`config.mk`:
```
export PLATFORM = sky130hd
export DESIGN_NAME = rx_desc_chain
export DESIGN_NICKNAME = d
export VERILOG_FILES = /design/src/rtl/rx_desc_chain.sv
export SDC_FILE = /design/constraint.sdc
export NUM_CORES = 1
export LEC_CHECK = 0
export ABC_CLOCK_PERIOD_IN_PS = 9500
export BUFFER_PORTS_ARGS = -buffer_cell sky130_fd_sc_hd__buf_2
export CORE_MARGIN = 5
export CORE_UTILIZATION = 60
export CTS_CLUSTER_SIZE = 25
export DETAILED_ROUTE_END_ITERATION = 12
export GPL_TIMING_DRIVEN = 0
export HOLD_SLACK_MARGIN = 0.1
export PLACE_DENSITY = 0.92
export SETUP_SLACK_MARGIN = 0.02
export SLEW_MARGIN = 20
export SYNTH_ARGS = -nofsm -noshare
export SYNTH_HDL_FRONTEND = slang
export SYNTH_SLANG_ARGS = --single-unit
```
`constraint.sdc`:
```
create_clock -name clk -period 9.5 [get_ports clk]
set_input_delay 0.95 -clock clk [delete_from_list [all_inputs] [get_ports clk]]
set_output_delay 0.95 -clock clk [all_outputs]
set_load 0.005 [all_outputs]
```
`src/rtl/rx_desc_chain.sv`:
```
module rx_desc_chain #(
  parameter int MAX_DESC = 16,
  parameter int AW       = 32,
  parameter int EW       = 12,
  parameter int BPC      = 2
) (
  input  logic                              clk,
  input  logic                              rst_n,
  input  logic                              start_i,
  input  logic [AW-1:0]                     cfg_base_i,
  input  logic [EW-1:0]                     cfg_eof_num_i,
  input  logic [$clog2(MAX_DESC+1):0]       cfg_count_i,
  output logic                              cfg_err_o,
  output logic                              dwr_en_o,
  output logic [$clog2(MAX_DESC)-1:0]       dwr_idx_o,
  output logic [AW-1:0]                     dwr_buf_o,
  output logic [EW+$clog2(BPC+1)-1:0]       dwr_size_o,
  output logic [EW+$clog2(BPC+1)-1:0]       dwr_len_o,
  output logic                              dwr_eof_o,
  output logic                              dwr_owner_o,
  output logic [$clog2(MAX_DESC+2)-1:0]     dwr_next_o,
  input  logic [$clog2(MAX_DESC+2)-1:0]     eof_desc_i,
  input  logic                              poll_i,
  output logic                              rsp_valid_o,
  output logic [1:0]                        rsp_status_o,
  output logic [$clog2(MAX_DESC+2)-1:0]     rsp_desc_o
);
  localparam int IW = $clog2(MAX_DESC);
  localparam int HW = $clog2(MAX_DESC+2);
  localparam int CW = $clog2(MAX_DESC+1) + 1;
  localparam int SW = EW + $clog2(BPC+1);
  localparam logic [HW-1:0] HEAD = '1;
  localparam logic [HW-1:0] NUL  = '0;
  localparam logic [1:0] ST_END = 2'd0, ST_WAIT = 2'd1, ST_VALID = 2'd2;

  logic [SW-1:0] cfg_size, size_q;
  logic          well, accept, busy, building, last, err_q;
  logic [IW-1:0] idx_q;
  logic [CW-1:0] cnt_q;
  logic [AW-1:0] addr_q;
  logic [HW-1:0] cur_q, head_next, nx;
  logic [HW-1:0] nxt_mem [MAX_DESC];

  assign cfg_size = SW'(cfg_eof_num_i) * SW'(BPC);
  assign well     = (cfg_base_i[1:0] == 2'b00) && (cfg_size[1:0] == 2'b00) &&
                    (cfg_count_i != '0) && (cfg_count_i <= CW'(MAX_DESC));
  assign accept   = start_i && well;
  assign busy     = building || accept;
  assign last     = (CW'(idx_q) + CW'(1)) == cnt_q;

  assign dwr_en_o    = building;
  assign dwr_idx_o   = idx_q;
  assign dwr_buf_o   = addr_q;
  assign dwr_size_o  = size_q;
  assign dwr_len_o   = '0;
  assign dwr_eof_o   = 1'b0;
  assign dwr_owner_o = 1'b1;
  assign dwr_next_o  = last ? NUL : HW'(idx_q) + HW'(2);
  assign cfg_err_o   = err_q;

  assign head_next = (cnt_q != '0) ? HW'(1) : NUL;
  assign nx        = (cur_q == HEAD) ? head_next : nxt_mem[IW'(cur_q - HW'(1))];

  always_ff @(posedge clk) begin
    if (building) nxt_mem[idx_q] <= dwr_next_o;
  end

  always_ff @(posedge clk or negedge rst_n) begin
    if (!rst_n) begin
      building     <= 1'b0;
      idx_q        <= '0;
      cnt_q        <= '0;
      size_q       <= '0;
      addr_q       <= '0;
      cur_q        <= HEAD;
      err_q        <= 1'b0;
      rsp_valid_o  <= 1'b0;
      rsp_status_o <= ST_END;
      rsp_desc_o   <= NUL;
    end else begin
      if (start_i && !well) err_q <= 1'b1;

      rsp_valid_o <= poll_i;
      if (poll_i) begin
        rsp_desc_o <= NUL;
        if (busy || nx == NUL)      rsp_status_o <= ST_END;
        else if (cur_q == eof_desc_i) rsp_status_o <= ST_WAIT;
        else begin
          rsp_status_o <= ST_VALID;
          rsp_desc_o   <= nx;
          cur_q        <= nx;
        end
      end

      if (accept) begin
        building <= 1'b1;
        idx_q    <= '0;
        cnt_q    <= cfg_count_i;
        size_q   <= cfg_size;
        addr_q   <= cfg_base_i;
        cur_q    <= HEAD;
      end else if (building) begin
        idx_q  <= idx_q + IW'(1);
        addr_q <= addr_q + AW'(size_q);
        if (last) building <= 1'b0;
      end
    end
  end

  a_r10_answer_next: assert property (@(posedge clk) disable iff (!rst_n)
    poll_i |=> rsp_valid_o);
  a_r10_no_spurious: assert property (@(posedge clk) disable iff (!rst_n)
    !poll_i |=> !rsp_valid_o);
  a_r5_sticky_err: assert property (@(posedge clk) disable iff (!rst_n)
    cfg_err_o |=> cfg_err_o);
  a_r5_reject_flags: assert property (@(posedge clk) disable iff (!rst_n)
    (start_i && !well) |=> cfg_err_o);
  a_r5_no_build: assert property (@(posedge clk) disable iff (!rst_n)
    (start_i && !well && !dwr_en_o) |=> !dwr_en_o);
  a_r4_addr_step: assert property (@(posedge clk) disable iff (!rst_n)
    (dwr_en_o && !start_i) |=> (!dwr_en_o || dwr_idx_o == '0 ||
      dwr_buf_o == $past(dwr_buf_o) + AW'($past(dwr_size_o))));
  a_r4_null_ends: assert property (@(posedge clk) disable iff (!rst_n)
    (dwr_en_o && dwr_next_o == NUL && !start_i) |=> !dwr_en_o);
  a_r9_valid_handle: assert property (@(posedge clk) disable iff (!rst_n)
    (rsp_valid_o && rsp_status_o == ST_VALID) |-> (rsp_desc_o != NUL && rsp_desc_o != HEAD));
  a_r11_build_end: assert property (@(posedge clk) disable iff (!rst_n)
    (poll_i && dwr_en_o) |=> (rsp_status_o == ST_END));
endmodule

```
==> results of run 1 <==
[registers in the layout, indices dropped and copies added (netlist names)]
signal,count
nxt_mem,80
dwr_buf_o,32
dwr_size_o,12
cnt_q,6
cur_q,5
rsp_desc_o,5
dwr_idx_o,4
rsp_status_o,2
cfg_err_o,1
dwr_en_o,1
rsp_valid_o,1
[kinds of logic (layout without fill, tap and decap cells)]
| kind of cell | after synthesis | count (layout) | synth area share (%) |
|---|---|---|---|
| fa+ha+maj | 20 | 20 | 3.47 |
| flops | 149 | 149 | 55.7 |
| mux | 32 | 32 | 7.84 |
| other cells | 2 | 19 | 0.101 |
| buf+inv | 61 | 216 | 4.33 |
| xor+xnor | 40 | 40 | 4.82 |
| simple gates | 235 | 235 | 14.8 |
| compound gates | 102 | 102 | 8.95 |
[worst max-delay path by stage]
stage                                  start                     endpoint
floorplan               cur_q[0]$_DFFE_PN1P_  rsp_status_o[0]$_DFFE_PN0P_
finish              dwr_idx_o[2]$_DFFE_PN0N_                dwr_next_o[0]
CTS                 dwr_idx_o[2]$_DFFE_PN0N_                dwr_next_o[3]
global route        dwr_idx_o[2]$_DFFE_PN0N_                dwr_next_o[0]
global placement    dwr_idx_o[2]$_DFFE_PN0N_                dwr_next_o[4]
detailed placement  dwr_idx_o[2]$_DFFE_PN0N_                dwr_next_o[3]
[per-layer routing]
| metal | wire length, µm | global-route usage (%) |
|---|---|---|
| met2 | 9980 | 47.7 |
| met1 | 7400 | 36.2 |
| met5 | 0 | 0 |
| met4 | 943 | 14.4 |
| met3 | 1850 | 5.45 |
[stage by stage]
stage                     cell area (µm²)  util [%]
after floorplan                      7480         -
final                                8910      73.9
after global routing                 8910      73.9
after detailed placement             8330      69.1
after global placement               8300      68.8
after CTS                            8900      73.8
[power groups by stage]
stage               Sequential [W]  Combinational (W)  Clock [W]
floorplan                  0.00101           0.000899          0
global placement           0.00102            0.00124          0
detailed placement         0.00103            0.00132          0
CTS                        0.00102            0.00136   0.000646
global route               0.00103            0.00150   0.000674
finish                     0.00102            0.00138   0.000644
[cells in the mapped netlist, drive strengths merged (5+ instances only)]
cell type | instances | area share [%]
nor4 | 9 | 0.76
and3 | 9 | 0.76
nand2 | 96 | 4.9
clkbuf | 18 | 0.91
o21ai | 37 | 2.5
a21oi | 25 | 1.7
dfrtp | 64 | 22
dfstp | 5 | 1.8
inv | 16 | 0.81
edfxtp | 80 | 32
buf | 27 | 2.6
mux2i | 12 | 1.6
nor2 | 47 | 2.4
xor2 | 10 | 1.3
ha | 19 | 3.2
xnor2 | 30 | 3.5
nor3 | 22 | 1.5
o21a | 5 | 0.51
mux4 | 20 | 6.2
nor2b | 8 | 0.67
nand3 | 19 | 1.3
[final cells by class]
cell class | instances | area [µm²]
Clock inverter | 15 | 138
Inverter | 16 | 60.1
Clock buffer | 17 | 425
Fill cell | 775 | 3150
Antenna cell | 1 | 2.50
Multi-Input combinational cell | 447 | 3040
Buffer | 45 | 262
Timing Repair Buffer | 123 | 636
Tap cell | 168 | 210
Sequential cell | 149 | 4140
==> run metrics, run 1 <==
most numerous cell on the critical path sky130_fd_sc_hd__nor2_1; count of buffers from port buffering 121; crit path max fanout 17; Register-to-Register Setup Slack roughly 5400 ps; final hold slack 435 ps; reg-to-reg critical path endpoint rsp_status_o[1]$_DFFE_PN0P_; initial cell density of the core about three fifths; first-pass detailed-route iteration total 5; Critical path buffers and inverters 2; width of the die 121 µm; crit-path cells clkbuf_1 > nand2b_1 > mux2i_1 > nor2_1 > a211oi_1 > a21oi_1 > nor4_2 > nor2_1 > buf_2; type of the tightest min-delay check primary input to async pin; core footprint approximately 0.012 mm²; initial detailed-routing violation count 663; # Max-Cap Violations 0; largest stage delay on the critical path around 670 ps; final worst-path setup slack 5130 ps; CP Data Required Time around 8600 ps; cell-internal power roughly 0.0018 W; maximum count of clock buffers along a single path 2; transition time at the pin with the least slew margin 1090 ps; CTS tree built; startpoint of the lowest-slack register-to-register path cur_q[0]$_DFFE_PN1P_; Die Area 0.0147 mm²; most used cells in the layout excluding fill and tap cells 122 x sky130_fd_sc_hd__buf_2, 96 x sky130_fd_sc_hd__nand2_1, 80 x sky130_fd_sc_hd__edfxtp_1, 64 x sky130_fd_sc_hd__dfrtp_1, 46 x sky130_fd_sc_hd__nor2_1; combinational group share of total power a little under half; cells after synthesis 641; EDFF count, synth 80; number of pins exceeding their max-slew limit in the final report 0; area growth from synthesis to final layout 20.0%; cell family contributing the most delay on the critical path simple AND/OR/NAND/NOR gates; crit share post-route 46.0%; standard cell with the maximum stage delay on the critical path sky130_fd_sc_hd__nor4_2; share of total power consumed by net switching 39.5%; most common cell after layout, fill and taps aside sky130_fd_sc_hd__buf_2; number of setup violations in the final report 0; count of warnings emitted by yosys 0; latest clock arrival within the worst-skew pair 430 ps; detailed placer's ending HPWL 14100 µm; y dimension of the die 121 µm; clock period minus final worst setup slack 4370 ps; Async SR Flop Fraction 46.3%; TritonCTS Sinks 149; post-route clock skew 10.9 ps; RD Place Congestion ~0.93; endpoints failing hold 0; Detail Route Antenna Nets 0; Lkg Pwr 3.70 nW; overall power 0.00305 W; Setup WS pre-CTS between 5000 and 6000 ps; Post-route DRC 0; first-pass GRT wire length 32200 µm; number of standard cells in the layout, taps in and fillers out between 900 and 1000; TritonCTS Buffers 17; CTS Hold Bufs 0; wire length per cell after detailed routing just over 20 µm; unrepaired setup endpoints after global routing no; post-detailed-route via-to-cell ratio 6.11; Peak supply drop 0.220 mV; Worst Reg2Reg Path Length in Cells 13; clock-pin slew on the worst setup and hold paths 60 ps; count of placed standard cells including taps 948; routed via count 5995; Seq/Total Area, Yosys 55.7%; max frequency 229 MHz; row count 40; startpoint types flip-flop; vias in the first global route ~6200; maximum number of pins on one net before global-route repair 43; number of buffers added for setup after CTS 0; Overall Global Routing Usage 28.7%; final net count 878; arrival time worst endpoint 3420 ps; H-tree depth 4; clock tree root driver cell sky130_fd_sc_hd__clkbuf_16; number of flip-flops and latches in the synthesized netlist between 100 and 150; Sw Pwr around 0.0012 W; clock power share a little over a fifth; total number of cells along the worst setup path 9; result of the run complete, no violations; GRT Residual Overflow 0; Netlist cell types 63; count of instances resized after the clock tree is built 0; Power Density about 340 mW/mm²; endpoint kind of the worst setup timing path output port; Fin Setup TNS 0 ps; critical path class flip-flop to output port; routed wire length 20200 µm; layout cells sized above 1 about a quarter; Post-Synthesis Mean Instance Area 11.6 µm²; Top FF cell, synth sky130_fd_sc_hd__edfxtp_1; fraction of power consumed by sequential logic 33.5%; initial antenna violation count 1; worst-case headroom to the max-slew limit a little over a quarter; # IOs between 100 and 150; area of the mapped netlist between 0.007 and 0.008 mm²
(Power assumes the default switching activity.)
==> inputs of run 2 (changes only) <==
--- a/config.mk
+++ b/config.mk
@@ -5,15 +5,15 @@
 export SDC_FILE = /design/constraint.sdc
 export NUM_CORES = 1
 export LEC_CHECK = 0
-export ABC_CLOCK_PERIOD_IN_PS = 9500
+export ABC_CLOCK_PERIOD_IN_PS = 3700
 export BUFFER_PORTS_ARGS = -buffer_cell sky130_fd_sc_hd__buf_2
 export CORE_MARGIN = 5
-export CORE_UTILIZATION = 60
+export CORE_UTILIZATION = 50
 export CTS_CLUSTER_SIZE = 25
 export DETAILED_ROUTE_END_ITERATION = 12
 export GPL_TIMING_DRIVEN = 0
 export HOLD_SLACK_MARGIN = 0.1
-export PLACE_DENSITY = 0.92
+export PLACE_DENSITY = 0.83
 export SETUP_SLACK_MARGIN = 0.02
 export SLEW_MARGIN = 20
 export SYNTH_ARGS = -nofsm -noshare
==> constraint.sdc (replaced) <==
create_clock -name clk -period 3.7 [get_ports clk]
set_input_delay 0.37 -clock clk [delete_from_list [all_inputs] [get_ports clk]]
set_output_delay 0.37 -clock clk [all_outputs]
set_load 0.005 [all_outputs]
==> run metrics, run 2 (synthesis results as in run 1) <==
number of pins exceeding their max-slew limit in the final report 0 (unchanged); routed via count 5737 (-4.3%); post-detailed-route via-to-cell ratio 5.74 (-6.0%); total inserted antenna cells 0 (-1); final net count 881 (+0.34%); clock period minus final worst setup slack 3450 ps; met3 track demand over resource in global routing 6.76% (+1.3 points); result of the run complete, no violations; Post-route DRC 0 (unchanged); critical path class flip-flop to flip-flop; post-route clock skew 6.37 ps (-4.49 ps); width of the die 132 µm (+8.8%); placed inst area 0.00836 mm² (+0.33%); H-tree depth 4 (unchanged); count of placed standard cells including taps 964 (+1.7%); layer with the highest usage after global routing met2; maximum number of pins on one net before global-route repair 49 (+14%); GRT Residual Overflow 0 (unchanged); endpoint kind of the worst setup timing path flip-flop; crit share post-route about 93%; detailed placer's ending HPWL 13500 µm (-4.5%); Die Area 0.0174 mm² (+18%); # IOs 140 (unchanged); number of standard cells in the layout, taps in and fillers out 999 (+1.8%); CTS tree built; register name with the most flops nxt_mem; initial antenna violation count 0 (-1); max frequency approximately 290 MHz; startpoint types flip-flop; Power Density 863 mW/mm² (+150%); latest clock arrival within the worst-skew pair 420 ps (about the same); vias in the first global route 5719 (-8.0%); most used cells in the layout excluding fill and tap cells 121 x sky130_fd_sc_hd__buf_2, 96 x sky130_fd_sc_hd__nand2_1, 80 x sky130_fd_sc_hd__edfxtp_1, 64 x sky130_fd_sc_hd__dfrtp_1, 44 x sky130_fd_sc_hd__nor2_1; Peak supply drop 0.487 mV (+120%); maximum count of clock buffers along a single path 2 (unchanged); met2 track demand over resource in global routing 35.4% (-12 points); GRT met1 Usage 29.1% (-7.0 points); layout cells sized above 1 26.6% (+0.76 points); crit path max fanout 10 (-7); TritonCTS Buffers 17 (unchanged); initial cell density of the core 51.1% (-10 points); routed wire length 19200 µm (-5.0%); first-pass detailed-route iteration total 6 (+1); Largest register FFs 80 (unchanged); TritonCTS Sinks 149 (unchanged); # Max-Cap Violations 0 (unchanged); endpoints failing hold 0 (unchanged); y dimension of the die 132 µm (+8.8%); row count 44 (+10%); type of the tightest min-delay check primary input to flip-flop; area growth from synthesis to final layout 21.2%; filler cell count in the final layout 1135 (+46%); clock tree root driver cell sky130_fd_sc_hd__clkbuf_16; CP Data Required Time 4010 ps (-4540 ps); wire length per cell after detailed routing 19.2 µm (-6.7%); overall power 0.00776 W (+150%); worst-case headroom to the max-slew limit 30.5% (+3.2 points); core footprint 0.0145 mm² (+20%); RD Place Congestion 0.899 (-3.3%); arrival time worst endpoint 3760 ps (+340 ps); transition time at the pin with the least slew margin 1030 ps (-51.3 ps); Overall Global Routing Usage 22.3% (-6.4 points); first-pass GRT wire length 30700 µm (-4.5%); initial detailed-routing violation count 658 (-0.75%); Lkg Pwr 3.73 nW (+0.75%); clock-pin slew on the worst setup and hold paths 60 ps (about the same); Detail Route Antenna Nets 0 (unchanged); Final Cell Area 0.00899 mm² (+0.95%); count of buffers from port buffering 121 (unchanged); unrepaired setup endpoints after global routing no; number of setup violations in the final report 0 (unchanged); most common cell after layout, fill and taps aside sky130_fd_sc_hd__buf_2
==> run 2: path summary, 6_finish.rpt <==
check                                          from                          end  slack (ps)  depth (start not counted)
hold reg to reg            dwr_buf_o[0]$_DFFE_PN0P_     dwr_buf_o[0]$_DFFE_PN0P_         490                          1
max in group asynchronous                     rst_n         cur_q[1]$_DFFE_PN1P_        2730                          3
setup reg to reg               cur_q[0]$_DFFE_PN1P_  rsp_status_o[0]$_DFFE_PN0P_         250                         13
min in group asynchronous                     rst_n    dwr_size_o[3]$_DFFE_PN0P_         380                          2
hold / removal                    cfg_eof_num_i[11]   dwr_size_o[12]$_DFFE_PN0P_         130                          3
setup / recovery               cur_q[0]$_DFFE_PN1P_  rsp_status_o[0]$_DFFE_PN0P_         250                         13
==> run 2: layer usage <==
layer | vias to the layer above | wire [µm]
met4 | 0 | 548
li1 | 2606 | -
met1 | 2744 | 7380
met5 | - | 0
met2 | 337 | 9280
met3 | 50 | 1980
==> run 2: power by group <==
group	switching, W	internal, W
registers	0.000285	0.00232
clock network	0.000719	0.000940
logic	0.00203	0.00146
==> run 2: through the flow <==
step | worst slack, ps | utilization (%) | TNS, ps | hold slack, ps
3_3_place_gp | -225 | 57.2 | -686 | 468
6_report | 254 | 61.9 | 0 | 134
2_1_floorplan | 493 | - | 0 | 74.4
5_1_grt | 47.4 | 61.9 | 0 | 148
4_1_cts | 24.1 | 61.6 | 0 | 124
3_5_place_dp | -319 | 57.5 | -1310 | 281
==> run 2: what timing repair did <==
item | CTS | global route
gates resized for setup | 3 | 5
gates cloned | 0 | 0
hold buffers | 1 | 0
endpoints found under the setup margin | 13 | 10
hold endpoints to repair | 21 | 0
setup buffers | 0 | 2
pin swaps | 0 | 1
==> run 2: worst max-delay path, stage by stage (launching register included) <==
cell and delay [ps]:
sky130_fd_sc_hd__dfstp_2 540, sky130_fd_sc_hd__buf_6 160, sky130_fd_sc_hd__buf_8 180, sky130_fd_sc_hd__buf_6 210, sky130_fd_sc_hd__inv_1 90, sky130_fd_sc_hd__ha_1 280, sky130_fd_sc_hd__clkbuf_4 240, sky130_fd_sc_hd__mux4_2 350
sky130_fd_sc_hd__or2_1 240, sky130_fd_sc_hd__a21bo_1 180, sky130_fd_sc_hd__a22o_1 210, sky130_fd_sc_hd__nor3b_4 250, sky130_fd_sc_hd__nand3_2 160, sky130_fd_sc_hd__a31o_1 250
==> run 2: layout make-up <==
type	count	area, µm²	share of cell area, %
sequential	149	4140	46.0
multi-input combinational	447	3060	34.0
timing repair buffer	126	668	7.43
clock buffer	17	425	4.73
buffer	45	275	3.06
tap	184	230	2.56
clock inverter	15	145	1.61
inverter	16	60.1	0.668
